--- config.mk ---
export PLATFORM = sky130hd
export DESIGN_NAME = subset_cpu
export DESIGN_NICKNAME = d
export VERILOG_FILES = /design/src/rtl/subset_cpu_pkg.sv /design/src/rtl/scc_decode.sv /design/src/rtl/scc_regfile.sv /design/src/rtl/scc_alu.sv /design/src/rtl/scc_branch.sv /design/src/rtl/subset_cpu.sv
export SDC_FILE = /design/constraint.sdc
export NUM_CORES = 1
export LEC_CHECK = 0
export BUFFER_PORTS_ARGS = -buffer_cell sky130_fd_sc_hd__buf_2
export CORE_MARGIN = 2
export CORE_UTILIZATION = 50
export DETAILED_ROUTE_END_ITERATION = 12
export HOLD_SLACK_MARGIN = 0.03
export PLACE_DENSITY = 0.75
export SYNTH_ARGS = -nofsm -noshare
export SYNTH_HDL_FRONTEND = slang
export SYNTH_SLANG_ARGS = --single-unit
--- constraint.sdc ---
create_clock -name clk -period 5.7 [get_ports clk]
set_clock_uncertainty 0.05 [all_clocks]
set_input_delay 0.285 -clock clk [delete_from_list [all_inputs] [get_ports clk]]
set_output_delay 0.285 -clock clk [all_outputs]
set_load 0.01 [all_outputs]
--- src/rtl/subset_cpu_pkg.sv ---
package subset_cpu_pkg;

  localparam int OP_W   = 4;
  localparam int IMM_W  = 19;

  typedef enum logic [OP_W-1:0] {
    OP_LOAD   = 4'b0001,
    OP_STORE  = 4'b0011,
    OP_ADD    = 4'b0101,
    OP_AND    = 4'b0111,
    OP_BRANCH = 4'b1110
  } opcode_e;

  typedef enum logic {
    ALU_ADD = 1'b0,
    ALU_AND = 1'b1
  } alu_fn_e;

  typedef struct packed {
    logic    reg_we;
    logic    mem_we;
    logic    load;
    logic    branch;
    logic    sext;
    alu_fn_e fn;
  } ctrl_t;

endpackage

--- src/rtl/scc_decode.sv ---
module scc_decode
  import subset_cpu_pkg::*;
#(
  parameter int XLEN  = 32,
  parameter int REG_W = 4
) (
  input  logic [XLEN-1:0]  instr,
  output ctrl_t            ctrl,
  output logic [REG_W-1:0] rd,
  output logic [REG_W-1:0] ra,
  output logic [REG_W-1:0] rb,
  output logic             use_imm,
  output logic [IMM_W-1:0] imm
);

  // field positions
  assign rd      = instr[24 +: REG_W];
  assign ra      = instr[20 +: REG_W];
  assign use_imm = instr[IMM_W];
  assign imm     = instr[IMM_W-1:0];
  assign rb      = instr[REG_W-1:0];

  always_comb begin
    ctrl = '{reg_we: 1'b0, mem_we: 1'b0, load: 1'b0, branch: 1'b0,
             sext: 1'b1, fn: ALU_ADD};
    case (instr[XLEN-1 -: OP_W])
      OP_LOAD: begin
        ctrl.reg_we = 1'b1;
        ctrl.load   = 1'b1;
      end
      OP_STORE:  ctrl.mem_we = 1'b1;
      OP_ADD:    ctrl.reg_we = 1'b1;
      OP_AND: begin
        ctrl.reg_we = 1'b1;
        ctrl.sext   = 1'b0;
        ctrl.fn     = ALU_AND;
      end
      OP_BRANCH: ctrl.branch = 1'b1;
      default: ; // no-op
    endcase
  end

endmodule

--- src/rtl/scc_regfile.sv ---
module scc_regfile #(
  parameter int XLEN = 32,
  parameter int NREG = 16,
  localparam int REG_W = $clog2(NREG)
) (
  input  logic             clk,
  input  logic [REG_W-1:0] a_addr,
  output logic [XLEN-1:0]  a_data,
  input  logic [REG_W-1:0] b_addr,
  output logic [XLEN-1:0]  b_data,
  input  logic [REG_W-1:0] c_addr,
  output logic [XLEN-1:0]  c_data,
  input  logic             c_we,
  input  logic [XLEN-1:0]  c_wdata
);

  logic [XLEN-1:0] mem [NREG];

  always_ff @(posedge clk) begin
    if (c_we) mem[c_addr] <= c_wdata;
  end

  assign a_data = mem[a_addr];
  assign b_data = mem[b_addr];
  assign c_data = mem[c_addr];

endmodule

--- src/rtl/scc_alu.sv ---
module scc_alu
  import subset_cpu_pkg::*;
#(
  parameter int XLEN = 32
) (
  input  alu_fn_e         fn,
  input  logic [XLEN-1:0] lhs,
  input  logic [XLEN-1:0] rhs,
  output logic [XLEN-1:0] y
);

  always_comb begin
    case (fn)
      ALU_AND: y = lhs & rhs;
      default: y = lhs + rhs;
    endcase
  end

endmodule

--- src/rtl/scc_branch.sv ---
module scc_branch #(
  parameter int XLEN  = 32,
  parameter int REG_W = 4
) (
  input  logic [REG_W-1:0] cond,
  input  logic [XLEN-1:0]  test_val,
  output logic             taken
);

  logic is_zero;
  logic is_neg;

  assign is_zero = (test_val == '0);
  assign is_neg  = test_val[XLEN-1];

  always_comb begin
    case (cond)
      REG_W'(0): taken = 1'b1;
      REG_W'(1): taken = is_zero;
      default:   taken = is_neg;
    endcase
  end

endmodule

--- src/rtl/subset_cpu.sv ---
module subset_cpu
  import subset_cpu_pkg::*;
#(
  parameter int XLEN     = 32,
  parameter int NREG     = 16,
  parameter int PC_STEP  = 4,
  localparam int REG_W   = $clog2(NREG),
  localparam int EXT_W   = XLEN - IMM_W
) (
  input  logic            clk,
  input  logic            rst,
  output logic [XLEN-1:0] imem_addr,
  input  logic [XLEN-1:0] imem_rdata,
  output logic [XLEN-1:0] dmem_addr,
  output logic [XLEN-1:0] dmem_wdata,
  output logic            dmem_we,
  input  logic [XLEN-1:0] dmem_rdata
);

  ctrl_t            ctrl;
  logic [REG_W-1:0] rd, ra, rb;
  logic             use_imm;
  logic [IMM_W-1:0] imm;
  logic [XLEN-1:0]  ra_val, rb_val, rc_val;
  logic [XLEN-1:0]  imm_ext, operand, alu_y, wb_val, pc_q, pc_d;
  logic             taken;

  scc_decode #(.XLEN(XLEN), .REG_W(REG_W)) u_dec (
    .instr(imem_rdata), .ctrl(ctrl), .rd(rd), .ra(ra), .rb(rb),
    .use_imm(use_imm), .imm(imm)
  );

  scc_regfile #(.XLEN(XLEN), .NREG(NREG)) u_rf (
    .clk(clk),
    .a_addr(ra), .a_data(ra_val),
    .b_addr(rb), .b_data(rb_val),
    .c_addr(rd), .c_data(rc_val),
    .c_we(ctrl.reg_we && !rst), .c_wdata(wb_val)
  );

  // per-opcode extension of the immediate
  assign imm_ext = ctrl.sext ? {{EXT_W{imm[IMM_W-1]}}, imm}
                             : {{EXT_W{1'b0}}, imm};
  assign operand = use_imm ? imm_ext : rb_val;

  scc_alu #(.XLEN(XLEN)) u_alu (
    .fn(ctrl.fn), .lhs(ra_val), .rhs(operand), .y(alu_y)
  );

  scc_branch #(.XLEN(XLEN), .REG_W(REG_W)) u_br (
    .cond(rd), .test_val(ra_val), .taken(taken)
  );

  assign wb_val = ctrl.load ? dmem_rdata : alu_y;
  assign pc_d   = (ctrl.branch && taken) ? operand : pc_q + XLEN'(PC_STEP);

  always_ff @(posedge clk) begin
    if (rst) pc_q <= '0;
    else     pc_q <= pc_d;
  end

  assign imem_addr  = pc_q;
  assign dmem_addr  = alu_y;
  assign dmem_wdata = rc_val;
  assign dmem_we    = ctrl.mem_we;

endmodule

==> results.tsv <==
stage	metric	value	unit
die	die_w	253	µm
worst_setup_path	critPathKind	flop to primary output	
pwr	vdd_drop_max	0.250	mV
synth	yosysWarnings	0	
hold_path	hold_class	input port to flop	
clock_network	cts-root-buf	clkbuf_16	
routing	routedWlPerCell	34.8	µm
status	status	finished clean	
clock_network	tritoncts	done	
pwr	power_frac_clock	0.333	
sta	hold_viol	0	
synth	ys_seq_elements	544	
pwr	p_per_area	299	mW/mm²
die	ios	163	
clock_network	numCtsBuffers	55	
die	die_area	0.0641	mm²
synth	yosysUniqueCellTypes	56	
synth	syn_area_per_cell	16.7	µm²
die	rows	91	
clock_network	clock_latency	0.65	ns
pwr	p_int	7.44	mW
routing	drtIter0Drc	3504	
synth	syn_area	0.0310	mm²
place	place_hpwl	63900	µm
routing	vias	21200	
synth	synthArstFlopShare	0	
sta	rsz0062_at_grt	false	
die	start_util	0.505	
global_route	grt_start_max_net_pins	88	
synth	synthCells	1857	
sta	slew_headroom	0.106	
sta	hold_slack	0.142	ns
sta	period_share	0.971	
die	coreArea	0.0615	mm²
synth	seq_area_frac_synth	0.516	
synth	synth_edf_count	512	
routing	dr.pass1.iters	8	
pwr	p_switching	2.97	mW
worst_setup_path	cp.required	5.37	ns
sta	finalSetupViolations	0	
sta	period_minus_slack	5.53	ns
routing	ant_nets	0	
place	gp_congestion	1.02	
worst_setup_path	worstSetupEndpointType	primary output	
place	numPortBuffers	162	
clock_network	cts_buffer_depth	3	
synth	yosysTopAreaCellShare	0.496	
global_route	antenna_found_initial	5	
sta	tns	0	ns
synth	synth_ff_type	edfxtp_1	
clock_network	post_cts_buffers	0	
pwr	p_sw_frac	0.285	
die	die_h	253	µm
clock_network	cts.sinks	544	
clock_network	h-tree-depth	2	
layout	final_nets	2107	
place	postPlaceCellArea	0.0331	mm²
pwr	p_comb_frac	0.204	
layout	final_area	0.0348	mm²
routing	viasPerCell	7.45	
clock_network	clk_pin_slew	0.06	ns
pwr	seqPwrFrac	0.463	
sta	tightest_slew	1.34	ns
worst_setup_path	cp-start-kind	flop	
routing	drc_errors	0	
global_route	grt_remaining_overflow	0	
synth	ys_top_cells_by_area	edfxtp_1 50%, mux4_2 31%, dfxtp_1 2.1%, a22oi_1 1.6%, nor2_1 1.5%	
run	drv_cap	0	
global_route	grt_pass1_wl	144000	µm
pwr	leakage	11.6	nW
layout	final_common_cell	edfxtp_1	
worst_setup_path	worstPathMaxFanout	8	
worst_setup_path	cp.arrival	5.20	ns
layout	drive_gt1_frac	0.398	
synth	synth_nets	1957	
global_route	grt_pass1_vias	21100	
sta	final_max_slew_viol_count	0	
layout	area_delta_synth_final	12.3	%
sta	timing.fmax	0.181	GHz
clock_network	holdBufCountCts	0	
layout	final_cell_mix	512 x edfxtp_1, 428 x mux4_2, 154 x buf_2, 108 x nor2_1, 103 x nand2_1	
routing	wl	98900	µm
clock_network	cts_resized	0	
synth	yosys.area.top_type	edfxtp_1	
global_route	grt_util_all_layers	0.313	
==> power by group through the flow <==
stage / Clock [mW] / Combinational, mW / Sequential (mW)
5_1_grt: 3.63 / 2.24 / 4.82
4_1_cts: 3.48 / 2.07 / 4.82
2_1_floorplan: 0 / 1.28 / 4.90
6_report: 3.47 / 2.12 / 4.82
3_3_place_gp: 0 / 2.01 / 4.90
3_5_place_dp: 0 / 2.06 / 4.91
==> logic make-up after synthesis <==
family                     count (synthesis)  share of synthesized area
DFF                                      544                      0.516
muxes                                    498                      0.334
and+or+nand+nor                          318                     0.0450
AOI/OAI and AO/OA                        247                     0.0535
buffers and inverters                    160                     0.0211
xor gates and xnor gates                  56                     0.0158
adders and majority gates                 34                     0.0140
==> final timing paths <==
| kind | start | end | slack, ns | depth (start not counted) |
|---|---|---|---|---|
| min reg2reg | imem_addr[1] | imem_addr[1] | 0.48 | 2 |
| max | u_rf.mem[15][14] | dmem_addr[31] | 0.17 | 14 |
| max reg2reg | u_rf.mem[11][0] | u_rf.mem[10][22] | 0.44 | 14 |
| min | dmem_rdata[10] | u_rf.mem[1][10] | 0.14 | 2 |
==> critical path, cell delays in order (launching register included) <==
cell and delay [ns]:
edfxtp_1 0.41, mux4_2 0.50, mux4_2 0.53, mux2_2 0.32
ha_1 0.40, a211oi_1 0.37, o211ai_1 0.17, a221o_1 0.39
a22o_1 0.23, a311o_1 0.35, a311oi_1 0.32, xnor2_1 0.16
nand2_1 0.13, nand2_1 0.14, buf_2 0.15
==> registers in the layout (all words and copies together) (netlist names) <==
register,flops
u_rf.mem,512
imem_addr,32
==> per-stage QoR <==
step | util | setup slack [ns] | std cells | power (mW)
after floorplan | - | 0.489 | 1857 | 6.18
after global placement | 0.539 | 0.319 | 2740 | 6.91
after detailed placement | 0.539 | 0.142 | 2740 | 6.96
after CTS | 0.567 | 0.168 | 2844 | 10.4
after global routing | 0.567 | 0.0364 | 2844 | 10.7
final | 0.567 | 0.167 | 2845 | 10.4
==> per-layer routing <==
metal | routed length (µm) | global-route usage | up-vias | share of wire
met5 | 52 | 0 | - | 0.00053
met3 | 14400 | 0.0930 | 307 | 0.15
met2 | 46200 | 0.486 | 1839 | 0.47
li1 | - | - | 8232 | -
met4 | 4740 | 0.137 | 8 | 0.048
met1 | 33500 | 0.413 | 10800 | 0.34
==> layout make-up <==
| cell class | count | area, µm² |
|---|---|---|
| fillers | 4531 | 26600 |
| clock inverters | 35 | 224 |
| clock buffers | 69 | 1470 |
| diodes | 1 | 2.50 |
| repair buffers | 243 | 1600 |
| flip-flops and latches | 544 | 16000 |
| well taps | 790 | 988 |
| inverters | 10 | 37.5 |
| multi-input cells | 1153 | 14500 |
==> cells in the mapped netlist (all sizes together) (32+ instances only) <==
cell type and n:
nor2 122, a211oi 37, clkbuf 85, buf 65, a22oi 66, o21ai 45, a21oi 39, xor2 40
ha 33, edfxtp 512, nand2 103, dfxtp 32, mux4 428, mux2i 40
No activity file was read; power rests on OpenSTA's default activity.
